`src/rtl/nvx_pkg.sv`:
```
package nvx_pkg;

   typedef enum logic [2:0] {
      ST_RECALL = 3'd0,
      ST_IDLE   = 3'd1,
      ST_GRACE  = 3'd2,
      ST_HOLD   = 3'd3,
      ST_STORE  = 3'd4
   } nvx_state_e;

   function automatic int nvx_max3(input int a, input int b, input int c);
      int m;
      m = (a > b) ? a : b;
      return (m > c) ? m : c;
   endfunction

endpackage

```
`src/rtl/nvx_sync.sv`:
```
module nvx_sync #(
   parameter int   STAGES  = 2,
   parameter logic RST_VAL = 1'b0
) (
   input  logic clk,
   input  logic rst_n,
   input  logic d,
   output logic lvl,
   output logic rise
);

   logic prev;

   generate
      if (STAGES == 0) begin : g_bypass
         assign lvl = d;
      end else begin : g_chain
         logic [STAGES-1:0] sh;
         always_ff @(posedge clk or negedge rst_n) begin
            if (!rst_n) sh <= {STAGES{RST_VAL}};
            else        sh <= {sh[STAGES-2+((STAGES>1)?0:1):0], d} ;
         end
         assign lvl = sh[STAGES-1];
      end
   endgenerate

   always_ff @(posedge clk or negedge rst_n) begin
      if (!rst_n) prev <= RST_VAL;
      else        prev <= lvl;
   end

   assign rise = lvl & ~prev;

endmodule

```
`src/rtl/nvx_timer.sv`:
```
module nvx_timer #(
   parameter int W       = 8,
   parameter int RST_VAL = 0
) (
   input  logic         clk,
   input  logic         rst_n,
   input  logic         load,
   input  logic [W-1:0] load_val,
   output logic         zero
);

   logic [W-1:0] cnt;

   always_ff @(posedge clk or negedge rst_n) begin
      if (!rst_n)           cnt <= W'(RST_VAL);
      else if (load)        cnt <= load_val;
      else if (cnt != '0)   cnt <= cnt - 1'b1;
   end

   assign zero = (cnt == '0);

endmodule

```
`src/rtl/nvx_wear.sv`:
```
module nvx_wear #(
   parameter int          W     = 18,
   parameter int unsigned LIMIT = 200000
) (
   input  logic         clk,
   input  logic         rst_n,
   input  logic         inc,
   output logic [W-1:0] count,
   output logic         worn
);

   localparam logic [W-1:0] CMAX = {W{1'b1}};
   localparam logic [W-1:0] CLIM = W'(LIMIT);

   always_ff @(posedge clk or negedge rst_n) begin
      if (!rst_n)                    count <= '0;
      else if (inc && count != CMAX) count <= count + 1'b1;
   end

   assign worn = (count >= CLIM);

endmodule

```
`src/rtl/nv_xfer_ctrl.sv`:
```
module nv_xfer_ctrl
   import nvx_pkg::*;
#(
   parameter int          STORE_CYCLES  = 64,
   parameter int          RECALL_CYCLES = 32,
   parameter int          GRACE_CYCLES  = 16,
   parameter int          SYNC_STAGES   = 2,
   parameter int          CNT_W         = 18,
   parameter int unsigned WEAR_LIMIT    = 200000
) (
   input  logic             clk,
   input  logic             rst_n,
   input  logic             hw_req_n,
   input  logic             pwr_fail,
   input  logic             sw_store,
   input  logic             sw_auto_off,
   input  logic             sw_auto_on,
   input  logic             wr_done,
   output logic             busy_pull,
   output logic             access_block,
   output logic             wr_latch,
   output logic             auto_en,
   output logic [CNT_W-1:0] store_count,
   output logic             wear_out
);

   localparam int MAXC = nvx_max3(STORE_CYCLES, RECALL_CYCLES, GRACE_CYCLES);
   localparam int TW   = $clog2(MAXC + 1);

   generate
      if (STORE_CYCLES < 1 || RECALL_CYCLES < 1 || GRACE_CYCLES < 1) begin : g_bad_len
         $error("nv_xfer_ctrl: transfer and grace lengths must be at least 1");
      end
      if (SYNC_STAGES < 0) begin : g_bad_sync
         $error("nv_xfer_ctrl: SYNC_STAGES must not be negative");
      end
      if (CNT_W < 2 || CNT_W > 31) begin : g_bad_w
         $error("nv_xfer_ctrl: CNT_W out of range");
      end
      if (WEAR_LIMIT > ((32'd1 << CNT_W) - 1)) begin : g_bad_lim
         $error("nv_xfer_ctrl: WEAR_LIMIT does not fit the counter");
      end
   endgenerate

   nvx_state_e    st, st_n;
   logic          hw_low, hw_rise, pf_lvl, pf_rise;
   logic          tmr_load, tmr_zero;
   logic [TW-1:0] tmr_val;
   logic          store_end, recall_end;

   nvx_sync #(.STAGES(SYNC_STAGES), .RST_VAL(1'b0)) i_sync_hw (
      .clk(clk), .rst_n(rst_n), .d(~hw_req_n), .lvl(hw_low), .rise(hw_rise));

   nvx_sync #(.STAGES(SYNC_STAGES), .RST_VAL(1'b0)) i_sync_pf (
      .clk(clk), .rst_n(rst_n), .d(pwr_fail), .lvl(pf_lvl), .rise(pf_rise));

   nvx_timer #(.W(TW), .RST_VAL(RECALL_CYCLES)) i_timer (
      .clk(clk), .rst_n(rst_n), .load(tmr_load), .load_val(tmr_val), .zero(tmr_zero));

   nvx_wear #(.W(CNT_W), .LIMIT(WEAR_LIMIT)) i_wear (
      .clk(clk), .rst_n(rst_n), .inc(store_end), .count(store_count), .worn(wear_out));

   always_comb begin
      st_n       = st;
      tmr_load   = 1'b0;
      tmr_val    = '0;
      store_end  = 1'b0;
      recall_end = 1'b0;
      unique case (st)
         ST_RECALL: begin
            if (tmr_zero) begin
               st_n       = ST_IDLE;
               recall_end = 1'b1;
            end
         end
         ST_IDLE: begin
            if ((pf_rise && auto_en && wr_latch) || sw_store) begin
               st_n     = ST_STORE;
               tmr_load = 1'b1;
               tmr_val  = TW'(STORE_CYCLES - 1);
            end else if (hw_rise) begin
               st_n     = ST_GRACE;
               tmr_load = 1'b1;
               tmr_val  = TW'(GRACE_CYCLES - 1);
            end
         end
         ST_GRACE: begin
            if (tmr_zero) begin
               if (wr_latch) begin
                  st_n     = ST_STORE;
                  tmr_load = 1'b1;
                  tmr_val  = TW'(STORE_CYCLES - 1);
               end else begin
                  st_n = ST_HOLD;
               end
            end
         end
         ST_HOLD: begin
            if (!hw_low) st_n = ST_IDLE;
         end
         ST_STORE: begin
            if (tmr_zero) begin
               st_n      = ST_IDLE;
               store_end = 1'b1;
            end
         end
         default: st_n = ST_IDLE;
      endcase
   end

   always_ff @(posedge clk or negedge rst_n) begin
      if (!rst_n) st <= ST_RECALL;
      else        st <= st_n;
   end

   always_ff @(posedge clk or negedge rst_n) begin
      if (!rst_n)                                         wr_latch <= 1'b0;
      else if (store_end || recall_end)                   wr_latch <= 1'b0;
      else if (wr_done && (st == ST_IDLE || st == ST_GRACE)) wr_latch <= 1'b1;
   end

   always_ff @(posedge clk or negedge rst_n) begin
      if (!rst_n)           auto_en <= 1'b1;
      else if (sw_auto_off) auto_en <= 1'b0;
      else if (sw_auto_on)  auto_en <= 1'b1;
   end

   assign busy_pull    = (st == ST_STORE) || (st == ST_RECALL);
   assign access_block = (st != ST_IDLE) || hw_low;

   logic unused_pf;
   assign unused_pf = pf_lvl;

endmodule

```
`config.mk`:
```
export PLATFORM = sky130hd
export DESIGN_NAME = nv_xfer_ctrl
export DESIGN_NICKNAME = d
export VERILOG_FILES = /design/src/rtl/nvx_pkg.sv /design/src/rtl/nvx_sync.sv /design/src/rtl/nvx_timer.sv /design/src/rtl/nvx_wear.sv /design/src/rtl/nv_xfer_ctrl.sv
export SDC_FILE = /design/constraint.sdc
export NUM_CORES = 1
export LEC_CHECK = 0
export BUFFER_PORTS_ARGS = -buffer_cell sky130_fd_sc_hd__buf_2
export CORE_MARGIN = 5
export CORE_UTILIZATION = 60
export CTS_CLUSTER_SIZE = 14
export DETAILED_ROUTE_END_ITERATION = 8
export GPL_ROUTABILITY_DRIVEN = 1
export PLACE_DENSITY_LB_ADDON = 0.2
export SLEW_MARGIN = 20
export SYNTH_ARGS = -nofsm -noshare
export SYNTH_HDL_FRONTEND = slang
export SYNTH_SLANG_ARGS = --single-unit
```
`constraint.sdc`:
```
create_clock -name clk -period 5.4 [get_ports clk]
set_input_delay 1.08 -clock clk [delete_from_list [all_inputs] [get_ports clk]]
set_output_delay 1.08 -clock clk [all_outputs]
set_load 0.02 [all_outputs]
```
==> results of run 1 <==
metal layers:
layer,vias to the layer above,GRT usage,wire length (µm),share of wire
li1,729,-,-,-
met1,738,0.300,1870,0.47
met2,49,0.306,1800,0.45
met3,7,0.0438,252,0.063
met4,0,0.0838,56,0.014
met5,-,0,0,0
worst paths after layout:
check | end | slack [ns] | cells past startpoint
min reg2reg | i_sync_pf.g_chain.sh[1] | 0.35 | 0
max in group asynchronous | i_sync_pf.g_chain.sh[0] | 4.09 | 1
max reg2reg | i_wear.count[16] | 3.01 | 6
min | i_sync_pf.g_chain.sh[1] | 0.35 | 0
min in group asynchronous | i_timer.cnt[4] | 0.80 | 1
max | access_block | 2.59 | 3
power groups by stage:
stage          Sequential (mW)  Clock [mW]  Combinational [mW]
2_1_floorplan            0.365           0               0.162
3_3_place_gp             0.368           0               0.208
3_5_place_dp             0.374           0               0.214
4_1_cts                  0.368       0.170               0.216
5_1_grt                  0.375       0.182               0.241
6_report                 0.368       0.165               0.215
metrics by stage:
stage / power (mW) / cells / instance area [µm²] / hold slack (ns) / util
floorplan: 0.527 / 178 / 1910 / 0.331 / -
global placement: 0.575 / 246 / 2080 / 0.338 / 0.682
detailed placement: 0.588 / 246 / 2090 / 0.336 / 0.684
CTS: 0.754 / 254 / 2160 / 0.355 / 0.707
global route: 0.798 / 254 / 2160 / 0.376 / 0.707
finish: 0.747 / 254 / 2160 / 0.349 / 0.707
area by class of cell:
class	instances	area [µm²]
tap	44	55.1
multi-input combinational	129	953
timing repair buffer	30	150
inverter	7	26.3
fill	252	896
sequential	36	903
clock buffer	8	68.8
worst max-delay path, stage by stage, from the launching register on:
cell,delay (ns)
dfrtp_1,0.50
or3b_4,0.45
or2_2,0.28
buf_2,0.16
flip-flops by register name (all words and copies together), names as in the netlist:
signal,count
i_timer.cnt,7
wr_latch,1
i_wear.count,18
st,3
i_sync_pf.g_chain.sh,2
i_sync_hw.prev,1
i_sync_pf.prev,1
i_sync_hw.g_chain.sh,2
auto_en,1
cell usage after synthesis, drive strengths merged (2+ instances only):
master / number
nand3: 7
or3: 2
o21bai: 2
o21ai: 3
ha: 4
and4: 3
xnor2: 3
mux2: 2
dfstp: 2
nor2: 5
a211oi: 7
dfrtp: 34
nor4: 5
mux2i: 2
nand2b: 3
buf: 4
a2111oi: 7
or3b: 2
nor4b: 2
nand4: 7
nor3: 8
o31ai: 2
clkbuf: 2
nor2b: 2
and3: 3
nand2: 14
xor2: 15
a21oi: 6
inv: 7
cells by family (layout without fill, tap and decap cells):
group / Yosys count / count (layout) / share of synthesized area
XOR/XNOR: 18 / 18 / 0.0825
adder cells (fa/ha/maj): 4 / 4 / 0.0262
AO/OA/AOI/OAI: 34 / 34 / 0.143
flip-flops: 36 / 36 / 0.473
AND/OR/NAND/NOR: 69 / 69 / 0.222
multiplexers: 4 / 4 / 0.0223
buffers and inverters: 13 / 45 / 0.0314
==> results_dict.tcl, run 1 <==
set metrics [dict create \
    hold_start "i_sync_pf.g_chain.sh[0]" \
    drc 0 \
    yosys.cell_types.count 47 \
    clk_path_buf_depth 2 \
    grt_usage 0.209 \
    clk_pin_slew_worst_paths_ns 0.11 \
    start_kind "flip-flop" \
    pre_cts_ws_ns 2.97 \
    power_per_cell_area_mw_per_mm2 346 \
    row_count 20 \
    end_kind "output port" \
    cts_sinks 36 \
    wl_mm 3.97 \
    min_path_type "reg -> reg" \
    cp.required_ns 4.32 \
    power.internal_mw 0.486 \
    synth-warning-count 0 \
    detail_route.iter0.violations 99 \
    hold_viol 0 \
    synth_edf_count 0 \
    cts_tree "built" \
    vias 1523 \
    grt_antenna_before_repair 0 \
    yosysTopAreaCell "dfrtp_1" \
    rsz0062_at_grt "no" \
    power_frac_clock 0.220 \
    maxCapViolCount 0 \
    p_comb_frac 0.287 \
    leakage_nw 1.04 \
    ys_seq_area_frac 0.473 \
    slew_violations 0 \
    synth_top_area_share 0.445 \
    grt_pass1_vias 1497 \
    pin_count 31 \
    io_buffers 30 \
    regToRegStartpoint "i_timer.cnt[0]" \
    final.setup.tns_ns 0 \
    switchingPower_mw 0.261 \
    post-cts-setup-buffers 0 \
    synthTopCellsByArea "dfrtp_1, xor2_1, a211oi_1" \
    status "completed" \
    grt_pass1_wl_mm 7.07 \
    seqPwrFrac 0.493 \
    setup_ws_ns 2.59 \
    ys_ff_latch 36 \
    cts_root_buffer "clkbuf_4" \
    synth_flop_cell "dfrtp_1" \
    synth-async-reset-ratio 1.00 \
    clock_skew_ns 0.0143 \
    place_congestion 0.837 \
    cp.arrival_ns 1.73 \
    period_share 0.521 \
    synth_nets 190 \
    vias_per_cell 6.00 \
    overflow 0 \
    syn_inst 178 \
    p_sw_frac 0.349 \
    grt_max_degree 37 \
    worst_slew_pin_slew_ns 0.781 \
    start_util 0.626 \
    crit_fanout 8 \
    drtPass1Iterations 4 \
    die_w_um 66.5 \
    nNetsFinal 221 \
    period_minus_slack_ns 2.81 \
    ctsResizeCount 0 \
    critical_path_class "reg -> out" \
    peakVddDrop_mv 0.209 \
    maxSlewHeadroom 0.480 \
    dp_hpwl_mm 2.84 \
    avgSynthCellArea_um2 10.7 \
    crit_path_start "st[2]" \
    numCtsBuffers 5 \
    coreArea_mm2 0.00305 \
    timing.fmax_mhz 356 \
    h-tree-depth 2 \
    layout_common_cells "dfrtp_1, buf_2, xor2_1" \
    ant_nets 0 \
    clock_latency_ns 0.34 \
    die_h_um 66.5 \
    mostFrequentLayoutCell "dfrtp_1" \
    routedWlPerCell_um 15.6 \
    hold_buffers 0 \
    die_area_mm2 0.00442 \
    layout-drive-gt1-share 0.233 \
    finalSetupViolCount 0 \
    netlist_area_mm2 0.00191 \
    areaGrowthSynthToFinish_pct 12.8 \
    antenna_cells 0 \
]
(Power assumes the default switching activity.)
==> run 2: changes to the inputs <==
Settings changed: ABC_AREA set to 1, CORE_UTILIZATION 60 to 56.
Clock period 5.4 ns to 2.76 ns, I/O delays scaled along.
==> run 2 against run 1 <==
  * Non-clock buffer count stayed put
  * Setup slack worse by 1.9 ns
  * Count of clock-buffer cells in the layout shrank 3
  * Critical path type unchanged
  * Area after synthesis increased by 9.0%
  * Synthesized cell count is 57% higher
  * Clock skew decreased by 0.0085 ns
  * Worst hold slack lost 0.015 ns
  * Global-route usage shrank 2.0 points
  * Total power rose by 23%
  * First-iteration DRC count fell by 6.1%
  * Die area is 14% higher
  * Highest routed layer unchanged
  * Final cell count up 43%
==> results_dict.tcl, run 2 <==
set metrics [dict create \
    setup_ws_ns 0.721 \
    maxSlewHeadroom 0.486 \
    grt_antenna_before_repair 0 \
    top_register "i_wear.count" \
    peakVddDrop_mv 0.241 \
    globalRouteMet2Util 0.335 \
    grt_use_met3 0.0355 \
    max_stage_delay_ns 0.46 \
    leakage_nw 1.20 \
    pin_count 31 \
    power_per_cell_area_mw_per_mm2 391 \
    syn_inst 279 \
    synth_top_family_by_area "simple AND/OR/NAND/NOR gates" \
    grtUsageMet1 0.227 \
    drtPass1Iterations 4 \
    cp.arrival_ns 1.49 \
    hold_viol 0 \
    synth_compound_area_frac 0.0606 \
    start_util 0.574 \
    coreArea_mm2 0.00363 \
    mostFrequentLayoutCell "nand2_1" \
    ant_nets 0 \
    period_share 0.739 \
    path_delay_family "flip-flops" \
    holdWs_ns 0.334 \
    critical_path_class "reg -> out" \
    synthTopCellsByCount "nand2_1, dfrtp_1, nor2_1" \
    numCtsBuffers 5 \
    synthXorXnorAreaFrac 0.0504 \
    wl_mm 4.19 \
    n_fill_cell 341 \
    synth_top_area_share 0.408 \
    synthTopCellsByArea "dfrtp_1, nand2_1, nor2_1" \
    pre_cts_ws_ns 0.903 \
    crit_slowest_cell "dfrtp_1" \
    grt_pass1_vias 1801 \
    synth_edf_count 0 \
    routedWlPerCell_um 11.6 \
    ys_seq_area_frac 0.433 \
    ys_ff_latch 36 \
    rsz0062_at_grt "no" \
    final.setup.tns_ns 0 \
    period_minus_slack_ns 2.04 \
    min_path_type "in -> async" \
    clock_skew_ns 0.00572 \
    start_kind "flip-flop" \
    die_w_um 71.0 \
    synth-adder-area-share 0.0240 \
    reg_top3 "i_wear.count: 18 flops, i_timer.cnt: 7 flops, st: 3 flops" \
    vias_per_cell 5.01 \
    finalSetupViolCount 0 \
    top_usage_layer "met2" \
    netlist_area_mm2 0.00208 \
    yosysTopAreaCell "dfrtp_1" \
    hold_buffers 0 \
    dp_hpwl_mm 3.21 \
    yosys.cell_types.count 29 \
    io_buffers 30 \
    ctsResizeCount 0 \
    drc 0 \
    detail_route.iter0.violations 93 \
    worst_slew_pin_slew_ns 0.771 \
    cts_sinks 36 \
    avgSynthCellArea_um2 7.47 \
    synth_most_common_cell "nand2_1" \
    vias 1815 \
    cts_root_buffer "clkbuf_8" \
    h-tree-depth 2 \
    clk_path_buf_depth 2 \
    antenna_cells 0 \
    row_count 22 \
    yosys.area_share.simple 0.357 \
    synth_flop_cell "dfrtp_1" \
    synth_mux_area_frac 0 \
    synth-async-reset-ratio 1.00 \
    path_cells "nand2_1 -> a31o_2 -> a31oi_1 -> buf_2" \
    layout-drive-gt1-share 0.178 \
    fin_cells 362 \
    end_kind "output port" \
    seq_area_um2 903 \
    total_power_mw 0.917 \
    overflow 0 \
    timing.fmax_mhz 490 \
    place_congestion 0.837 \
    synth_nets 291 \
    post-cts-setup-buffers 0 \
    maxCapViolCount 0 \
    slew_violations 0 \
    die_area_mm2 0.00504 \
    crit_fanout 6 \
    grt_pass1_wl_mm 7.70 \
    cts_tree "built" \
    grt_max_degree 37 \
    cp_num_buf_inv 1 \
    nNetsFinal 325 \
    grt_usage 0.189 \
    multi_input_area_mm2 0.00102 \
    die_h_um 71.0 \
    placedCellCount 354 \
    layout_common_cells "nand2_1, dfrtp_1, nor2_1" \
    synth-warning-count 0 \
    cp.required_ns 2.21 \
    largest_register_ffs 18 \
    status "completed" \
    areaGrowthSynthToFinish_pct 12.5 \
    clock_latency_ns 0.29 \
    clk_pin_slew_worst_paths_ns 0.07 \
]
## run 2: final cells by class
class,count,share of cell area
multi-input combinational,209,0.437
sequential,36,0.385
timing repair buffer,30,0.0640
inverter,31,0.0507
clock buffer,5,0.0293
tap,48,0.0256
clock inverter,3,0.00800
## run 2: cell families after synthesis
group                    Yosys count
buffers and inverters             34
adder cells (fa/ha/maj)            4
AND/OR/NAND/NOR                  171
flip-flops                        36
XOR/XNOR                          12
AO/OA/AOI/OAI                     22
## run 2: metrics by stage
| stage | cell area (µm²) | utilization |
|---|---|---|
| after floorplan | 2080 | - |
| after global placement | 2260 | 0.621 |
| after detailed placement | 2260 | 0.621 |
| after CTS | 2340 | 0.645 |
| after global routing | 2340 | 0.645 |
| final | 2340 | 0.645 |
## run 2: power breakdown
group	leakage, nW	switching (mW)	internal [mW]
logic	0.692	0.0152	0.00570
registers	0.462	0.00288	0.534
clock network	0.0479	0.185	0.175
total	1.20	0.203	0.715
## run 2: metal layers
metal / routed length (µm) / share of wire / vias to the layer above
met4: 90 / 0.021 / 0
met5: 0 / 0 / -
met3: 146 / 0.035 / 8
li1: - / - / 933
met2: 2140 / 0.51 / 30
met1: 1810 / 0.43 / 844
## run 2: worst paths after layout
kind                                               from                       to  slack [ns]  cells past startpoint
worst max-delay path                    i_wear.count[8]                 wear_out        0.72                      4
worst min-delay path                              rst_n          i_wear.count[9]        0.33                      1
worst max register to register          i_wear.count[0]          i_wear.count[9]        0.91                     10
worst min register to register  i_sync_pf.g_chain.sh[0]  i_sync_pf.g_chain.sh[1]        0.35                      0
max in group asynchronous                         rst_n          i_wear.count[8]        1.93                      1
min in group clk                i_sync_pf.g_chain.sh[0]  i_sync_pf.g_chain.sh[1]        0.35                      0
